<file path="src/rtl/mcpb_pkg.sv">
package mcpb_pkg;

  // control word bit positions (the bus-visible layout)
  localparam int BIT_OVF  = 0;
  localparam int BIT_CLR  = 1;
  localparam int BIT_EN   = 2;
  localparam int PRE_LO   = 16;
  localparam int SEL_LO   = 24;

  // address pages (addr[7:5])
  localparam logic [2:0] PAGE_CTRL = 3'd0;
  localparam logic [2:0] PAGE_CNT  = 3'd1;

  typedef struct packed {
    logic [7:0]  sel;
    logic [7:0]  pre;
    logic [12:0] rsv;
    logic        en;
    logic        clr;
    logic        ovf;
  } ctrl_word_t;

  // builds the read image of a control word, reserved bits zero
  function automatic logic [31:0] pack_ctrl(logic [7:0] sel, logic [7:0] pre,
                                            logic en, logic clr, logic ovf);
    ctrl_word_t w;
    w.sel = sel;
    w.pre = pre;
    w.rsv = '0;
    w.en  = en;
    w.clr = clr;
    w.ovf = ovf;
    return w;
  endfunction

  // clear request rule: cycle slot clears on a 0->1 clear bit, event slots on a written 0
  function automatic logic clear_request(logic is_cyc, logic old_clr, logic new_clr);
    return is_cyc ? (new_clr & ~old_clr) : ~new_clr;
  endfunction

endpackage

</file>
<file path="src/rtl/mcpb_counter.sv">
module mcpb_counter #(
  parameter int CNT_W   = 32,
  parameter int PRE_LSB = 16,
  parameter int NUM_EVT = 64,
  parameter bit IS_CYC  = 1'b0
) (
  input  logic               clk,
  input  logic               rst_n,
  input  logic               wr,
  input  logic [31:0]        wdata,
  input  logic [NUM_EVT-1:0] evt,
  input  logic               bank_run,
  output logic [31:0]        ctrl_rd,
  output logic [CNT_W-1:0]   cnt_q
);
  import mcpb_pkg::*;

  localparam logic [CNT_W-1:0] CNT_MAX = '1;

  logic       en_q, clr_q, ovf_q;
  logic [7:0] pre_q, sel_q;

  // named internal events
  logic hit, gate_ok, load_ev, clear_ev, inc_ev, at_max;
  logic w_en, w_clr;
  logic [7:0] w_pre, w_sel;
  logic unused_wbits;

  assign w_en  = wdata[BIT_EN];
  assign w_clr = wdata[BIT_CLR];
  assign w_pre = wdata[PRE_LO +: 8];
  assign w_sel = wdata[SEL_LO +: 8];
  assign unused_wbits = ^{wdata[15:3], wdata[BIT_OVF]};

  function automatic logic [CNT_W-1:0] seed_value(logic [7:0] pre);
    return CNT_W'(pre) << PRE_LSB;
  endfunction

  function automatic logic [CNT_W-1:0] step(logic [CNT_W-1:0] c);
    return c + CNT_W'(1);
  endfunction

  always_comb begin
    hit = 1'b0;
    if (IS_CYC) begin
      hit = 1'b1;
    end else begin
      for (int i = 0; i < NUM_EVT; i++) begin
        if (sel_q == 8'(i)) hit = hit | evt[i];
      end
    end
  end

  assign gate_ok  = IS_CYC ? 1'b1 : bank_run;
  assign load_ev  = wr & w_en & ~en_q;
  assign clear_ev = wr & clear_request(IS_CYC, clr_q, w_clr);
  assign inc_ev   = en_q & ~ovf_q & gate_ok & hit;
  assign at_max   = (cnt_q == CNT_MAX);

  always_ff @(posedge clk or negedge rst_n) begin
    if (!rst_n) begin
      en_q  <= 1'b0;
      clr_q <= ~IS_CYC;
      ovf_q <= 1'b0;
      pre_q <= '0;
      sel_q <= '0;
      cnt_q <= '0;
    end else begin
      if (wr) begin
        en_q  <= w_en;
        clr_q <= w_clr;
        pre_q <= w_pre;
        sel_q <= IS_CYC ? 8'h00 : w_sel;
      end else if (!IS_CYC) begin
        clr_q <= 1'b1;
      end

      if (load_ev) begin
        cnt_q <= seed_value(w_pre);
        ovf_q <= 1'b0;
      end else if (clear_ev) begin
        cnt_q <= '0;
        ovf_q <= 1'b0;
      end else if (inc_ev) begin
        if (at_max) ovf_q <= 1'b1;
        else        cnt_q <= step(cnt_q);
      end
    end
  end

  assign ctrl_rd = pack_ctrl(sel_q, pre_q, en_q, clr_q, ovf_q);

  // the flag stays set until a seed load or a clear
  a_r8_flag_sticky: assert property (@(posedge clk) disable iff (!rst_n)
    ovf_q && !load_ev && !clear_ev |=> ovf_q);

  // a flagged slot holds its value
  a_r8_hold_at_top: assert property (@(posedge clk) disable iff (!rst_n)
    ovf_q && !load_ev && !clear_ev |=> $stable(cnt_q));

  generate
    if (!IS_CYC) begin : g_evt_chk
      // an event slot's clear bit comes back high by itself
      a_r7_clr_returns: assert property (@(posedge clk) disable iff (!rst_n)
        !wr && !clr_q |=> clr_q);
      // no counting while the bank is halted
      a_r10_gated: assert property (@(posedge clk) disable iff (!rst_n)
        !bank_run && !wr |=> $stable(cnt_q));
    end
  endgenerate

endmodule

</file>
<file path="src/rtl/mcpb_decode.sv">
module mcpb_decode #(
  parameter int NUM_CNT = 4,
  parameter int CNT_W   = 32
) (
  input  logic                          clk,
  input  logic                          rst_n,
  input  logic                          wr_en,
  input  logic                          rd_en,
  input  logic [7:0]                    addr,
  input  logic [NUM_CNT-1:0][31:0]      ctrl_all,
  input  logic [NUM_CNT-1:0][CNT_W-1:0] cnt_all,
  output logic [NUM_CNT-1:0]            ctrl_wr,
  output logic [31:0]                   rdata
);
  import mcpb_pkg::*;

  logic [2:0]  idx;
  logic        aligned, idx_ok, in_ctrl, in_cnt;
  logic [31:0] rd_mux;

  assign idx     = addr[4:2];
  assign aligned = (addr[1:0] == 2'b00);
  assign idx_ok  = (32'(idx) < NUM_CNT);
  assign in_ctrl = (addr[7:5] == PAGE_CTRL) && aligned && idx_ok;
  assign in_cnt  = (addr[7:5] == PAGE_CNT) && aligned && idx_ok;

  generate
    for (genvar g = 0; g < NUM_CNT; g++) begin : g_wsel
      assign ctrl_wr[g] = wr_en & in_ctrl & (idx == 3'(g));
    end
  endgenerate

  always_comb begin
    rd_mux = '0;
    for (int i = 0; i < NUM_CNT; i++) begin
      if (in_ctrl && idx == 3'(i)) rd_mux = ctrl_all[i];
      if (in_cnt  && idx == 3'(i)) rd_mux = 32'(cnt_all[i]);
    end
  end

  always_ff @(posedge clk or negedge rst_n) begin
    if (!rst_n)     rdata <= '0;
    else if (rd_en) rdata <= rd_mux;
  end

  // at most one control word written per access
  a_r2_one_target: assert property (@(posedge clk) disable iff (!rst_n)
    $onehot0(ctrl_wr));

  // a write to a count address reaches no control word
  a_r12_cnt_read_only: assert property (@(posedge clk) disable iff (!rst_n)
    wr_en && in_cnt |-> ctrl_wr == '0);

endmodule

</file>
<file path="src/rtl/mcpb_bank.sv">
module mcpb_bank #(
  parameter int NUM_CNT = 4,
  parameter int CNT_W   = 32,
  parameter int PRE_LSB = 16,
  parameter int NUM_EVT = 64
) (
  input  logic               clk,
  input  logic               rst_n,
  input  logic               wr_en,
  input  logic               rd_en,
  input  logic [7:0]         addr,
  input  logic [31:0]        wdata,
  output logic [31:0]        rdata,
  input  logic [NUM_EVT-1:0] evt_strobe,
  output logic               irq
);
  import mcpb_pkg::*;

  logic [NUM_CNT-1:0][31:0]      ctrl_all;
  logic [NUM_CNT-1:0][CNT_W-1:0] cnt_all;
  logic [NUM_CNT-1:0]            ctrl_wr;
  logic                          bank_run;

  // the cycle slot gates the whole bank
  assign bank_run = ctrl_all[0][BIT_EN] & ~ctrl_all[0][BIT_OVF];
  assign irq      = ctrl_all[0][BIT_OVF];

  mcpb_decode #(.NUM_CNT(NUM_CNT), .CNT_W(CNT_W)) u_dec (
    .clk      (clk),
    .rst_n    (rst_n),
    .wr_en    (wr_en),
    .rd_en    (rd_en),
    .addr     (addr),
    .ctrl_all (ctrl_all),
    .cnt_all  (cnt_all),
    .ctrl_wr  (ctrl_wr),
    .rdata    (rdata)
  );

  generate
    for (genvar g = 0; g < NUM_CNT; g++) begin : g_slot
      mcpb_counter #(
        .CNT_W   (CNT_W),
        .PRE_LSB (PRE_LSB),
        .NUM_EVT (NUM_EVT),
        .IS_CYC  (g == 0)
      ) u_cnt (
        .clk      (clk),
        .rst_n    (rst_n),
        .wr       (ctrl_wr[g]),
        .wdata    (wdata),
        .evt      (evt_strobe),
        .bank_run (bank_run),
        .ctrl_rd  (ctrl_all[g]),
        .cnt_q    (cnt_all[g])
      );
    end
  endgenerate

  // with the interrupt up and no write, every event slot is frozen
  a_r9_bank_frozen: assert property (@(posedge clk) disable iff (!rst_n)
    irq && !wr_en |=> $stable(cnt_all[NUM_CNT-1:1]));

  // cycle slot disabled and no write -> event slots frozen
  a_r10_master_off: assert property (@(posedge clk) disable iff (!rst_n)
    !ctrl_all[0][BIT_EN] && !wr_en |=> $stable(cnt_all[NUM_CNT-1:1]));

  // the interrupt only rises through the cycle slot stepping at its top
  a_r11_irq_rise: assert property (@(posedge clk) disable iff (!rst_n)
    $rose(irq) |-> $past(cnt_all[0]) == '1);

endmodule

</file>
<file path="config.mk">
export PLATFORM = sky130hd
export DESIGN_NAME = mcpb_bank
export DESIGN_NICKNAME = d
export VERILOG_FILES = /design/src/rtl/mcpb_pkg.sv /design/src/rtl/mcpb_counter.sv /design/src/rtl/mcpb_decode.sv /design/src/rtl/mcpb_bank.sv
export SDC_FILE = /design/constraint.sdc
export NUM_CORES = 1
export LEC_CHECK = 0
export ABC_AREA = 1
export ABC_CLOCK_PERIOD_IN_PS = 4950
export BUFFER_PORTS_ARGS = -buffer_cell sky130_fd_sc_hd__buf_4
export CORE_ASPECT_RATIO = 0.7
export CORE_MARGIN = 2
export CORE_UTILIZATION = 25
export CTS_CLUSTER_SIZE = 16
export DETAILED_ROUTE_END_ITERATION = 7
export PLACE_DENSITY = 0.48
export SETUP_SLACK_MARGIN = 0.2
export SLEW_MARGIN = 5
export SYNTH_ARGS = -nofsm -noshare
export SYNTH_HDL_FRONTEND = slang
export SYNTH_SLANG_ARGS = --single-unit
</file>
<file path="constraint.sdc">
create_clock -name clk -period 4.95 [get_ports clk]
set_input_delay 0.2475 -clock clk [delete_from_list [all_inputs] [get_ports clk]]
set_output_delay 0.2475 -clock clk [all_outputs]
set_load 0.01 [all_outputs]
</file>
==> run summary <==
The total number of clock tree sinks came out at approximately 230. The count of pins over their slew limit came out at 0. The synthesis-to-layout area growth is 17.2%. The internal portion of the total power is 3.32 mW. In the final layout, flip-flops and latches occupy roughly 5700 sq um. The share of final-layout standard cells stronger than drive strength 1 is 9.80%. The number of enable-type register cells in the synthesized netlist is 0. The category of the worst setup path launch point is a register. TritonCTS built the clock tree.

The max-slew headroom at the worst pin came out at about two fifths. The core occupancy in the finished layout came out at 29.5%. The power density over cell area came out at roughly 240 nW/um^2. The number of nets in the final layout is roughly 2.7k. The most critical setup path has its startpoint at g_slot[2].u_cnt.sel_q[3].

For this configuration, the core starts out at a cell density of between 20% and 30%. The startpoint identified for the worst hold timing path is wdata[1]. The placeable core region came out at around 64,000 sq um. The average wire per standard cell is around 22 microns.

Based on the critical path, the design can be clocked at up to approximately 300 MHz. The via count is approximately 18k. The CTS root buffer is sky130_fd_sc_hd__clkbuf_16. The setup skew after layout came out at approximately 12 ps.

The pin slew with the least headroom to its limit came out at a little under 900 ps. The HPWL reported at the end of detailed placement is around 59 mm. The leakage power summed over all cells came out at 8.73 nW.

The post-layout worst setup margin is approximately 1600 ps. The maximum fanout count along the critical path is 33. The worst slack at placement is between 1000 and 1500 ps. The critical path is of the register to register type. The number of distinct library cells after synthesis is 52. The post-cts repair resize count came out at 0. In the synthesized netlist, the cells that appear most often are 829 x sky130_fd_sc_hd__nand2_1, 269 x sky130_fd_sc_hd__nor2_1, 225 x sky130_fd_sc_hd__dfrtp_1. The count of state elements after synthesis came out at ~230. The count of nets left with antenna violations after detail routing is 0. Buffers placed on the I/O ports in this run total 126. The reg-to-reg setup timing slack is about 1600 ps. The switching power is about 1.2 mW. The kind of end point of the critical path is a register. In the synthesized netlist the dominant register cell turns out to be sky130_fd_sc_hd__dfrtp_1. The clock latency reported for the late side of the worst-skew pair came out at roughly 560 ps.

Yosys instantiated no cell more often than sky130_fd_sc_hd__nand2_1. The top cell type by area accounts for between 30% and 40% of the synthesized area. The hold violation total from the final report is 0. The max-cap check violation count came out at 0. The worst hold path belongs to the class input pin to register.

By area the synthesized netlist is led by sky130_fd_sc_hd__dfrtp_1 35%, sky130_fd_sc_hd__nand2_1 19%, sky130_fd_sc_hd__nand3_1 6.8%, sky130_fd_sc_hd__nor2_1 6.2%, sky130_fd_sc_hd__inv_1 5.1%. For this block, the initial DRC count from the detailed router was ~2.2k. The time the worst path needs with I/O delays and setup came out at approximately 3300 ps. The switching share of power is between 20% and 30%. The peak supply drop came out at approximately 0.00021 V. The first-pass GRT wire length is 113 mm. The flow ran to the end, and the final reports show no timing, DRC or antenna violations.

The number of ports placed on the die boundary came out at ~140. The initial antenna violation count came to 1. The fraction of power consumed by sequential logic came out at between 40% and 50%. The area taken by multi-input logic gates came out at between 9000 and 10,000 sq um. The design draws roughly 4.6 mW. The number of placed instances, taps included, is between 3k and 4k. Setup repair after global routing left no endpoint under its margin.

Global routing used between 20 and 25% of the available tracks across all layers. The startpoint identified for the worst register-to-register timing path is g_slot[2].u_cnt.sel_q[3]. From left edge to right edge, the die measures 308 microns. The cell taking the most area after synthesis is sky130_fd_sc_hd__dfrtp_1. The number of global-route vias before repair is 16.8k. The total number of placement rows is 78. The detailed-routing iteration count for the pre-antenna-repair pass came out at 8. The cell area that synthesis handed to floorplanning was around 16,000 sq um. In the routed design, unresolved DRC markers number 0. In this run the number of H-tree levels came out at 1. The sequential cell area fraction in the yosys report is between 30% and 40%. The net count after synthesis came out at 2,597. The routability congestion estimate is 0.959. The vias per cell came out at just over 5. The buffer levels on the longest clock path is 3. The die footprint is 66,900 sq um. From bottom edge to top edge, the die measures ~220 microns. The filler cells instantiated in the layout total between 7k and 8k.

Summed over all layers, the routed wires come to ~76 mm. The final non-filler cell total is 3,452. After clock tree synthesis, the clock-pin slew on the worst setup and hold paths is 60 ps. Dividing the final minimum period by the clock period gives between 60% and 70%. After synthesis, the mean cell area works out to about 6.5 sq um. Of the total power, the clock network draws a little under half.

The final instance area is about 19,000 sq um. The gate count after technology mapping is approximately 2.5k. The final worst hold slack came out at 58.8 ps. For this run the aggregate overflow at the end of global routing stands at 0. The setup-violating endpoint count in the final report came out at 0. Entering global routing, the biggest net connects between 100 and 150 pins. The synthesis warning total is 0.

The cell area after placement is 17,900 sq um. The arrival time of the worst setup path is roughly 3800 ps. The final-layout setup total negative slack is 0 ps. The number of buffers created by CTS came out at 27. The share of async-settable or async-resettable flops after synthesis is 100%.

The required time of the worst setup path is about 5400 ps. Combinational logic burns between 10% and 20% of the power.
[registers in the layout, indices dropped and copies added, names as in the netlist]
| name | cells |
|---|---|
| g_slot.u_cnt.clr_q | 4 |
| g_slot.u_cnt.cnt_q | 128 |
| g_slot.u_cnt.en_q | 4 |
| g_slot.u_cnt.ovf_q | 4 |
| g_slot.u_cnt.pre_q | 32 |
| g_slot.u_cnt.sel_q | 24 |
| u_dec.rdata | 32 |
[cells by family (layout without fill, tap and decap cells)]
| logic type | Yosys count | after routing | share of synthesized area (%) |
|---|---|---|---|
| fa+ha+maj | 4 | 4 | 0.309 |
| flops | 228 | 228 | 35.2 |
| xor+xnor | 76 | 76 | 4.11 |
| simple gates | 1581 | 1581 | 42.3 |
| compound gates | 283 | 283 | 10.0 |
| other cells | 0 | 1 | 0 |
| buf+inv | 313 | 439 | 8.02 |
[worst max-delay path, stage by stage (launching register included)]
cell and delay (ps):
sky130_fd_sc_hd__dfrtp_1 480, sky130_fd_sc_hd__nand2_1 220, sky130_fd_sc_hd__nor2_1 520, sky130_fd_sc_hd__nand2_1 100
sky130_fd_sc_hd__nand2_1 90, sky130_fd_sc_hd__nor2_1 40, sky130_fd_sc_hd__nand3b_1 130, sky130_fd_sc_hd__nand2_1 80
sky130_fd_sc_hd__nand3_1 130, sky130_fd_sc_hd__o21bai_1 210, sky130_fd_sc_hd__nand2_2 110, sky130_fd_sc_hd__buf_4 360
sky130_fd_sc_hd__nand2_2 490, sky130_fd_sc_hd__nand2_1 190, sky130_fd_sc_hd__nand2_1 70
[path summary, 6_finish.rpt]
path	endpoint	cells past startpoint
hold reg to reg	g_slot[2].u_cnt.pre_q[1]	2
hold / removal	g_slot[2].u_cnt.clr_q	3
min in group asynchronous	g_slot[2].u_cnt.cnt_q[12]	2
setup / recovery	g_slot[2].u_cnt.cnt_q[9]	14
setup reg to reg	g_slot[2].u_cnt.cnt_q[9]	14
max in group asynchronous	g_slot[1].u_cnt.sel_q[4]	3
[per-layer routing]
| metal | vias up | share of wire (%) | track usage, % |
|---|---|---|---|
| li1 | 8364 | - | - |
| met1 | 8589 | 50 | 35.6 |
| met2 | 799 | 39 | 31.0 |
| met3 | 82 | 8.8 | 3.82 |
| met4 | 0 | 2.2 | 4.78 |
| met5 | - | 0 | 0 |
[what timing repair did]
action                                 4_1_cts  5_1_grt
buffers inserted                             0        0
hold buffers                                13        0
endpoints found under the hold margin      116        0
[layout make-up]
type | instances | area share [%]
well taps | 840 | 5.53
diodes | 1 | 0.0132
clock inverters | 17 | 1.17
clock buffers | 32 | 3.71
inverters | 233 | 4.62
multi-input cells | 1944 | 48.4
repair buffers | 157 | 6.48
flip-flops and latches | 228 | 30.1
[power groups by stage]
stage / Clock, mW / Sequential [mW] / Combinational (mW)
3_3_place_gp: 0 / 1.97 / 0.443
5_1_grt: 2.27 / 1.94 / 0.491
2_1_floorplan: 0 / 1.97 / 0.151
3_5_place_dp: 0 / 1.97 / 0.440
4_1_cts: 2.20 / 1.94 / 0.452
6_report: 2.16 / 1.94 / 0.454
[layout by cell type (no fill, tap or decap), drive strengths merged, types with 10 or more instances in the layout]
master / Yosys / final
o211ai: 11 / 11
xnor2: 15 / 15
clkinv: 4 / 12
a31oi: 10 / 10
xor2: 61 / 61
inv: 229 / 230
nor4: 28 / 28
nand4: 47 / 47
nand2: 841 / 841
nor3: 134 / 134
buf: 41 / 144
nor2: 287 / 287
clkbuf: 39 / 32
o21ai: 170 / 170
o22ai: 23 / 23
nand3: 224 / 224
a21oi: 35 / 35
a221oi: 23 / 23
dfrtp: 225 / 225
dlygate4sd3: 0 / 13
No activity file was read; power rests on OpenSTA's default activity.
